--- src/rtl/rf_gate_pkg.sv ---
package rf_gate_pkg;
  localparam int unsigned CYC_PER_SUPER = 60;
  localparam int unsigned CW = $clog2(CYC_PER_SUPER);

  typedef enum logic [2:0] {
    RATE_1HZ  = 3'd0,
    RATE_2HZ  = 3'd1,
    RATE_5HZ  = 3'd2,
    RATE_10HZ = 3'd3,
    RATE_20HZ = 3'd4,
    RATE_30HZ = 3'd5,
    RATE_60HZ = 3'd6,
    RATE_OFF  = 3'd7
  } rate_e;

  // cycles between enabled cycles; 0 marks a refused rate
  function automatic logic [CW-1:0] rate_div(input logic [2:0] sel);
    case (rate_e'(sel))
      RATE_1HZ:  return CW'(60);
      RATE_2HZ:  return CW'(30);
      RATE_5HZ:  return CW'(12);
      RATE_10HZ: return CW'(6);
      RATE_20HZ: return CW'(3);
      RATE_30HZ: return CW'(2);
      default:   return '0;
    endcase
  endfunction
endpackage

--- src/rtl/rf_gate_rate.sv ---
module rf_gate_rate
  import rf_gate_pkg::*;
(
  input  logic       clk_i,
  input  logic       rst_ni,
  input  logic       cyc_start_i,
  input  logic [2:0] rate_sel_i,
  output logic       cycle_en_o
);
  logic [CW-1:0] cyc_q;
  logic [CW-1:0] div;
  logic          hit;
  logic          en_q;

  assign div = rate_div(rate_sel_i);
  assign hit = (div != '0) && ((cyc_q % div) == '0);

  always_ff @(posedge clk_i or negedge rst_ni) begin
    if (!rst_ni) begin
      cyc_q <= '0;
      en_q  <= 1'b0;
    end else if (cyc_start_i) begin
      en_q  <= hit;
      cyc_q <= (cyc_q == CW'(CYC_PER_SUPER - 1)) ? '0 : cyc_q + 1'b1;
    end
  end

  assign cycle_en_o = en_q;
endmodule

--- src/rtl/rf_gate_timebase.sv ---
module rf_gate_timebase #(
  parameter int unsigned TW = 12
) (
  input  logic          clk_i,
  input  logic          rst_ni,
  input  logic          cyc_start_i,
  input  logic          tick_i,
  output logic [TW-1:0] cnt_o,
  output logic          run_o
);
  logic [TW-1:0] cnt_q;
  logic          run_q;

  always_ff @(posedge clk_i or negedge rst_ni) begin
    if (!rst_ni) begin
      cnt_q <= '0;
      run_q <= 1'b0;
    end else if (cyc_start_i) begin
      cnt_q <= '0;
      run_q <= 1'b1;
    end else if (tick_i && run_q && (cnt_q != '1)) begin
      cnt_q <= cnt_q + 1'b1;
    end
  end

  assign cnt_o = cnt_q;
  assign run_o = run_q;
endmodule

--- src/rtl/rf_gate_window.sv ---
module rf_gate_window #(
  parameter int unsigned TW = 12,
  parameter int unsigned WW = TW
) (
  input  logic [WW-1:0] width_i,
  input  logic [TW-1:0] end_i,
  input  logic [TW-1:0] cnt_i,
  input  logic          en_i,
  output logic          gate_o,
  output logic          clamp_o
);
  logic [WW-1:0] end_x;
  logic [WW-1:0] start_x;
  logic [TW-1:0] start;

  assign end_x   = WW'(end_i);
  assign clamp_o = width_i > end_x;
  assign start_x = clamp_o ? '0 : end_x - width_i;
  // start never exceeds end_i, so truncation is lossless
  assign start   = start_x[TW-1:0];
  assign gate_o  = en_i && (cnt_i >= start) && (cnt_i < end_i);
endmodule

--- src/rtl/rf_gate_gen.sv ---
module rf_gate_gen #(
  parameter int unsigned TW     = 12,
  parameter int unsigned N_GATE = 4
) (
  input  logic                 clk_i,
  input  logic                 rst_ni,
  input  logic                 cyc_start_i,
  input  logic                 tick_i,
  input  logic [2:0]           rate_sel_i,
  input  logic [TW-1:0]        end_inj_i,
  input  logic [N_GATE*TW-1:0] rf_width_i,
  input  logic [TW-1:0]        llrf_lead_i,
  input  logic [TW-1:0]        hv_lead_i,
  output logic [N_GATE-1:0]    rf_gate_o,
  output logic                 hv_gate_o,
  output logic [TW-1:0]        beam_max_o,
  output logic [N_GATE:0]      clamp_o,
  output logic                 cycle_en_o
);
  localparam int unsigned HW = TW + 1;

  logic [TW-1:0] cnt;
  logic          run;
  logic          cyc_en;
  logic          gate_en;
  logic [TW-1:0] llrf_w;
  logic [HW-1:0] hv_w;

  rf_gate_timebase #(.TW(TW)) u_tb (
    .clk_i      (clk_i),
    .rst_ni     (rst_ni),
    .cyc_start_i(cyc_start_i),
    .tick_i     (tick_i),
    .cnt_o      (cnt),
    .run_o      (run)
  );

  rf_gate_rate u_rate (
    .clk_i      (clk_i),
    .rst_ni     (rst_ni),
    .cyc_start_i(cyc_start_i),
    .rate_sel_i (rate_sel_i),
    .cycle_en_o (cyc_en)
  );

  assign gate_en    = run && cyc_en;
  assign cycle_en_o = cyc_en;

  for (genvar g = 0; g < N_GATE; g++) begin : g_rf
    rf_gate_window #(.TW(TW), .WW(TW)) u_win (
      .width_i(rf_width_i[g*TW +: TW]),
      .end_i  (end_inj_i),
      .cnt_i  (cnt),
      .en_i   (gate_en),
      .gate_o (rf_gate_o[g]),
      .clamp_o(clamp_o[g])
    );
  end

  assign llrf_w = rf_width_i[TW-1:0];
  // HV gate spans gate 0 plus its own lead; one extra bit avoids wrap
  assign hv_w   = {1'b0, llrf_w} + {1'b0, hv_lead_i};

  rf_gate_window #(.TW(TW), .WW(HW)) u_hv (
    .width_i(hv_w),
    .end_i  (end_inj_i),
    .cnt_i  (cnt),
    .en_i   (gate_en),
    .gate_o (hv_gate_o),
    .clamp_o(clamp_o[N_GATE])
  );

  assign beam_max_o = (llrf_w > llrf_lead_i) ? llrf_w - llrf_lead_i : '0;
endmodule

--- config.mk ---
export PLATFORM = sky130hd
export DESIGN_NAME = rf_gate_gen
export DESIGN_NICKNAME = d
export VERILOG_FILES = /design/src/rtl/rf_gate_pkg.sv /design/src/rtl/rf_gate_rate.sv /design/src/rtl/rf_gate_timebase.sv /design/src/rtl/rf_gate_window.sv /design/src/rtl/rf_gate_gen.sv
export SDC_FILE = /design/constraint.sdc
export NUM_CORES = 1
export LEC_CHECK = 0
export ABC_AREA = 1
export BUFFER_PORTS_ARGS = -buffer_cell sky130_fd_sc_hd__buf_2
export CORE_UTILIZATION = 30
export CTS_BUF_LIST = sky130_fd_sc_hd__clkbuf_4
export DETAILED_ROUTE_END_ITERATION = 8
export PLACE_DENSITY_LB_ADDON = 0.05
export SLEW_MARGIN = 40
export SYNTH_ARGS = -nofsm -noshare
export SYNTH_HDL_FRONTEND = slang
export SYNTH_SLANG_ARGS = --single-unit
--- constraint.sdc ---
create_clock -name clk_i -period 13.2 [get_ports clk_i]
set_input_delay 0.66 -clock clk_i [delete_from_list [all_inputs] [get_ports clk_i]]
set_output_delay 0.66 -clock clk_i [all_outputs]
set_load 0.05 [all_outputs]
==> results of run 1 <==
power by group:
| part | switching (mW) | internal [mW] |
|---|---|---|
| logic | 0.799 | 0.512 |
| registers | 0.0145 | 0.0703 |
| clock network | 0.0197 | 0.0110 |
layer usage:
metal | share of wire, % | GRT usage, % | up-vias
met2 | 44 | 31.4 | 115
met1 | 52 | 26.6 | 3693
li1 | - | - | 4524
met3 | 2.5 | 0.823 | 9
met4 | 0.62 | 1.62 | 0
met5 | 0 | 0 | -
logic make-up after synthesis:
| group | Yosys count | share of synthesized area (%) |
|---|---|---|
| buffers and inverters | 248 | 12.1 |
| adder cells (fa/ha/maj) | 199 | 30.8 |
| flip-flops | 20 | 6.05 |
| AO/OA/AOI/OAI | 258 | 17.4 |
| XOR/XNOR | 43 | 4.55 |
| AND/OR/NAND/NOR | 530 | 29.1 |
synthesized netlist by cell type, drive strengths merged (2+ instances only):
cell / count
nand2: 277
inv: 226
ha: 191
a21oi: 139
nor2: 89
nand3: 77
o21ai: 72
nor3: 32
xor2: 27
or2: 23
dfrtp: 20
buf: 16
xnor2: 16
nand4: 14
o2111ai: 13
a31oi: 12
fa: 8
clkbuf: 6
o21bai: 6
nand3b: 5
a21o: 4
and2: 4
and3: 4
nor4: 4
o211ai: 4
o21a: 2
o31ai: 2
metrics by stage:
step | instances | util (%) | hold WS [ps] | cell area (sq um)
finish | 1735 | 33.9 | 271 | 9160
global route | 1735 | 33.9 | 291 | 9160
detailed placement | 1731 | 33.8 | 516 | 9130
floorplan | 1298 | - | 364 | 8280
global placement | 1731 | 33.8 | 509 | 9130
CTS | 1735 | 33.9 | 288 | 9160
cells in the final DEF (no fill, tap or decap), types with 14 or more instances in the layout:
master | netlist | routed
nand2_1 | 267 | 267
ha_1 | 191 | 191
nand3_1 | 75 | 75
buf_2 | 1 | 113
nor3_1 | 25 | 25
dfrtp_1 | 20 | 20
a21oi_1 | 138 | 138
nand4_1 | 14 | 14
or2_2 | 23 | 23
xor2_1 | 27 | 27
nor2_1 | 82 | 82
o21ai_0 | 62 | 62
inv_1 | 220 | 220
xnor2_1 | 16 | 16
worst reg2reg max path: cells and delay by family (launching register included):
family | cells | cell delay (ps)
buffers and inverters | 6 | 380
AND/OR/NAND/NOR | 27 | 2480
flip-flops | 1 | 420
adder cells (fa/ha/maj) | 6 | 1860
AO/OA/AOI/OAI | 5 | 1060
cell type report:
cell class,count,share of cell area (%)
Clock inverter,1,0.0410
Clock buffer,3,0.246
Multi-Input combinational cell,1030,74.1
Inverter,226,9.27
Tap cell,341,4.66
Timing Repair Buffer,114,6.26
Sequential cell,20,5.47
how the worst max path moves through the flow:
stage,depth (start not counted),to,start
floorplan,47,u_rate.cycle_en_o$_DFFE_PN0P_,rate_sel_i[2]
global placement,48,u_rate.cycle_en_o$_DFFE_PN0P_,rate_sel_i[2]
detailed placement,48,u_rate.cycle_en_o$_DFFE_PN0P_,rate_sel_i[2]
CTS,48,u_rate.cycle_en_o$_DFFE_PN0P_,rate_sel_i[2]
global route,50,u_rate.cycle_en_o$_DFFE_PN0P_,rate_sel_i[2]
finish,48,u_rate.cycle_en_o$_DFFE_PN0P_,rate_sel_i[2]
registers in the layout (all words and copies together) (netlist names):
| name | flops |
|---|---|
| u_rate.cycle_en_o | 1 |
| u_tb.cnt_o | 12 |
| u_tb.run_o | 1 |
| u_rate.cyc_q | 6 |
==> impl_metrics.csv, run 1 <==
group,metric,value,unit
placed_design,io_buffers,113,
pwr,peakVddDrop,108,uV
setup_path,crit_family,"simple AND/OR/NAND/NOR gates",
floorplan,dieArea,28300,sq um
detailed_routing,post-route-drc-count,0,
setup_path,cp-start-kind,"input pin",
clocking,clock-sinks,20,
clocking,ctsResizeCount,0,
clocking,cts_max_path_buffers,2,
synth,syn-num-nets,1588,
global_route,grt_pass1_vias,8073,
global_route,grt.total_usage,18.4,%
cells_and_area,drive_gt1_share,12.8,%
timing,slew_headroom,54.6,%
pwr,power,1.43,mW
timing,fmax,140,MHz
synth,synth_edf_count,0,
timing,finalWorstSetupSlack,6080,ps
setup_path,critPathArrivalTime,7390,ps
detailed_routing,drt_iter0_drc,384,
timing,setup-violations-final,0,
placed_design,place_congestion,0.853,
detailed_routing,wirelength,25800,um
detailed_routing,first_pass_iters,5,
synth,synth_top_cell_area_share,28.9,%
detailed_routing,wire_per_inst,14.9,um
timing,period_needed,7120,ps
floorplan,io-pin-count,114,
cells_and_area,fin_nets,1685,
placed_design,preCtsSetupSlack,5750,ps
timing,tightest_slew,681,ps
clocking,cts_hold_buf,0,
global_route,antenna_found_initial,0,
pwr,p_leak,5.11,nW
clocking,clock_latency,310,ps
floorplan,die_h,168,um
synth,syn_area_per_cell,6.38,sq um
synth,yosys-top-cells-area,"ha_1 29%, nand2_1 12%, inv_1 10%",
floorplan,start_util,30.6,%
synth,synthArstFlopShare,100,%
cells_and_area,regArea,500,sq um
synth,netlist_area,8280,sq um
clocking,cts_tree,"built",
setup_path,crit_buf_inv,9,
placed_design,hpwlAfterDp,21500,um
setup_path,end_kind,"register",
global_route,grt_max_degree,21,
setup_path,regToRegEndpoint,"u_rate.cycle_en_o$_DFFE_PN0P_",
setup_path,rr_startpoint,"u_rate.cyc_q[5]$_DFFE_PN0P_",
hold_path,hp-class,"in -> async",
cells_and_area,multi_input_area,6780,sq um
setup_path,slowest_stage,"a21oi_1",
detailed_routing,vias_per_cell,4.81,
clocking,cts_inserted_buffers,3,
synth,synth-seq-cells,20,
timing,finalCritPeriodShare,54.0,%
synth,synth_warnings,0,
setup_path,critPathKind,"in -> reg",
setup_path,worstPathRequired,13460,ps
setup_path,cp_common_cell,"nand2_1",
pwr,powerDensity,156,nW/um^2
detailed_routing,ant_nets,0,
clocking,cts_root_buf,"clkbuf_4",
cells_and_area,diodes,0,
synth,synth_area_leader_cell,"ha_1",
timing,tns,0,ps
setup_path,critical_path.max_stage_delay,340,ps
clocking,post_cts_buffers,0,
timing,hold_viol,0,
timing,rsz0062_at_grt,"no",
setup_path,cp_max_fo,12,
detailed_routing,vias,8341,
floorplan,core,27000,sq um
floorplan,die_w,168,um
synth,synth-seq-area-share,6.05,%
timing,clock_skew,14.2,ps
cells_and_area,syn2layout_area_growth,10.6,%
synth,ys.flop_type,"dfrtp_1",
setup_path,r2r_cells,44,
global_route,grt_pass1_wl,41700,um
cells_and_area,fillers,3123,
global_route,overflow,0,
synth,syn_inst,1298,
job,drv_cap,0,
setup_path,r2r_slack,6960,ps
floorplan,placement_rows,60,
outcome,status,"finished clean",
clocking,clk_pin_slew,120,ps
synth,synth_cell_types,47,
timing,slew_violations,0,
clocking,h-tree-depth,1,
(Power assumes the default switching activity.)
==> run 2: changes to the inputs <==
Settings changed: ABC_AREA 1 to 0.
Clock period 13.2 ns to 7.1 ns, I/O delays scaled along.
==> run 2 against run 1 <==
Against the previous run: final cell count decreased by 16%; highest routed layer unchanged; die area decreased by 6.3%; sequential power increased by 100%; global-route usage decreased by 0.84 points; cell area decreased by 4.9%; wire length decreased by 10%; synthesized area decreased by 6.4%; clock-buffer cell count unchanged; largest power group unchanged; the run now ends with negative hold slack left; clock power increased by 73%; first-iteration DRC count decreased by 33%; sequential share of layout area increased by 0.28 points; power increased by 54%.
==> impl_metrics.csv, run 2 <==
group,metric,value,unit
timing,hold_ws,-7.61,ps
synth,synth_common_cells,"191 x ha_1, 126 x inv_1, 78 x nor2_1",
detailed_routing,ant_nets,0,
clocking,cts_inserted_buffers,3,
detailed_routing,post-route-drc-count,0,
detailed_routing,wire_per_inst,16.0,um
placed_design,place_congestion,0.817,
setup_path,crit_buf_inv,0,
synth,synth-seq-cells,20,
timing,clock_skew,3.30,ps
cells_and_area,syn2layout_area_growth,12.3,%
pwr,peakVddDrop,318,uV
cells_and_area,fin_nets,1412,
setup_path,slowest_stage,"dfrtp_1",
global_route,grt_max_degree,23,
setup_path,cp_max_fo,7,
setup_path,critPathKind,"reg -> reg",
clocking,clk_pin_slew,110,ps
floorplan,placement_rows,58,
pwr,p_sw,1.13,mW
timing,finalCritPeriodShare,94.3,%
synth,syn_area_per_cell,7.61,sq um
synth,synthArstFlopShare,100,%
synth,netlist_area,7750,sq um
cells_and_area,largest_reg_flops,12,
timing,fmax,149,MHz
floorplan,die_w,163,um
setup_path,cp_common_cell,"ha_1",
synth,syn-num-nets,1308,
floorplan,core,25300,sq um
cells_and_area,diodes,0,
timing,tns,0,ps
detailed_routing,wirelength,23200,um
outcome,violations,"negative hold slack",
synth,yosysMostFrequentCell,"ha_1",
global_route,grt_pass1_wl,36900,um
outcome,status,"finished with violations",
detailed_routing,drt_iter0_drc,256,
clocking,cts_hold_buf,0,
setup_path,critical_path.max_stage_delay,420,ps
setup_path,cp-start-kind,"register",
pwr,p_comb_share,89.8,%
pwr,p_leak,4.41,nW
synth,synth-seq-area-share,6.46,%
setup_path,crit_family,"compound AO/OA/AOI/OAI gates",
setup_path,regToRegEndpoint,"u_rate.cycle_en_o$_DFFE_PN0P_",
setup_path,r2r_cells,30,
detailed_routing,vias,7141,
floorplan,die_h,163,um
floorplan,dieArea,26500,sq um
global_route,overflow,0,
clocking,clock_latency,290,ps
placed_design,io_buffers,113,
setup_path,rr_startpoint,"u_rate.cyc_q[5]$_DFFE_PN0P_",
global_route,grt.total_usage,17.6,%
synth,synth_cell_types,69,
synth,synth_area_leader_cell,"ha_1",
setup_path,worstPathRequired,7310,ps
clocking,cts_root_buf,"clkbuf_4",
hold_path,hp-class,"in -> async",
setup_path,critPathArrivalTime,6910,ps
clocking,ctsResizeCount,0,
pwr,internal_power,1.06,mW
clocking,post_cts_buffers,0,
clocking,cts_max_path_buffers,2,
timing,period_needed,6700,ps
timing,hold_viol,10,
setup_path,end_kind,"register",
synth,synth_warnings,0,
detailed_routing,vias_per_cell,4.92,
synth,synth_top_cell_area_share,30.8,%
synth,ys.flop_type,"dfrtp_1",
pwr,clockPowerShare,2.4,%
timing,slew_headroom,62.0,%
cells_and_area,drive_gt1_share,14.1,%
floorplan,start_util,30.7,%
pwr,power,2.19,mW
cells_and_area,fillers,2777,
timing,slew_violations,0,
synth,syn_inst,1018,
synth,synth_edf_count,0,
global_route,antenna_found_initial,0,
floorplan,io-pin-count,114,
clocking,cts_tree,"built",
pwr,p_seq_share,7.7,%
timing,setup-violations-final,0,
setup_path,r2r_slack,400,ps
clocking,clock-sinks,20,
job,drv_cap,0,
detailed_routing,first_pass_iters,4,
placed_design,hpwlAfterDp,19700,um
cells_and_area,final_cell_mix,"190 x ha_1, 126 x inv_1, 113 x buf_2",
synth,yosys-top-cells-area,"ha_1 31%, dfrtp_1 6.5%, inv_1 6.1%",
pwr,powerDensity,252,nW/um^2
pwr,switching_share,51.6,%
clocking,h-tree-depth,1,
cells_and_area,final_common_cell,"ha_1",
global_route,grt_pass1_vias,7070,
timing,tightest_slew,570,ps
## run 2: power groups by stage
stage	Sequential (mW)	Combinational, mW	Clock, mW
after floorplan	0.171	1.51	0
after global placement	0.172	1.91	0
after detailed placement	0.171	1.91	0
after CTS	0.170	1.92	0.0562
after global routing	0.174	2.21	0.0619
final	0.170	1.97	0.0533
## run 2: metal layers
metal,routed length [um],track usage (%)
met1,11800,25.1
met2,10400,29.8
met5,0,0
met4,234,2.34
met3,647,0.688
## run 2: cell type report
cell class              count  area (sq um)  area share (%)
clock buffers               3          22.5           0.259
flip-flops and latches     20           500            5.75
multi-input cells         848          6660            76.5
well taps                 330           413            4.74
inverters                 127           477            5.48
repair buffers            122           633            7.27
## run 2: metrics by stage
step / util (%) / instance area (sq um) / cells / setup WS, ps
2_1_floorplan: - / 7750 / 1018 / 345
3_3_place_gp: 34.3 / 8660 / 1447 / 51.6
3_5_place_dp: 34.3 / 8660 / 1447 / -77.3
4_1_cts: 34.4 / 8680 / 1450 / 179
5_1_grt: 34.5 / 8710 / 1450 / -12.3
6_report: 34.5 / 8710 / 1450 / 404
## run 2: worst reg2reg max path, delay by kind of cell (launching register included)
kind,cells,cell delay (ps)
DFF,1,420
muxes,3,1160
AOI/OAI and AO/OA,15,2370
and+or+nand+nor,6,840
adders and majority gates,6,1830
## run 2: cell families (layout without fill, tap and decap cells)
family,Yosys count,count (layout),synth area share [%]
simple gates,299,299,19.3
compound gates,270,270,23.9
fa+ha+maj,199,199,32.9
buf+inv,150,252,8.04
mux,12,12,1.71
flops,20,20,6.46
xor+xnor,68,68,7.68
## run 2: worst max-delay path by stage
stage,start,to,slack [ps],cells past startpoint
floorplan,rate_sel_i[1],u_rate.cycle_en_o$_DFFE_PN0P_,350,32
global placement,rate_sel_i[1],u_rate.cycle_en_o$_DFFE_PN0P_,50,32
detailed placement,rate_sel_i[1],u_rate.cycle_en_o$_DFFE_PN0P_,-80,33
CTS,u_rate.cyc_q[5]$_DFFE_PN0P_,u_rate.cycle_en_o$_DFFE_PN0P_,180,29
global route,u_rate.cyc_q[5]$_DFFE_PN0P_,u_rate.cycle_en_o$_DFFE_PN0P_,-10,30
finish,u_rate.cyc_q[5]$_DFFE_PN0P_,u_rate.cycle_en_o$_DFFE_PN0P_,400,30
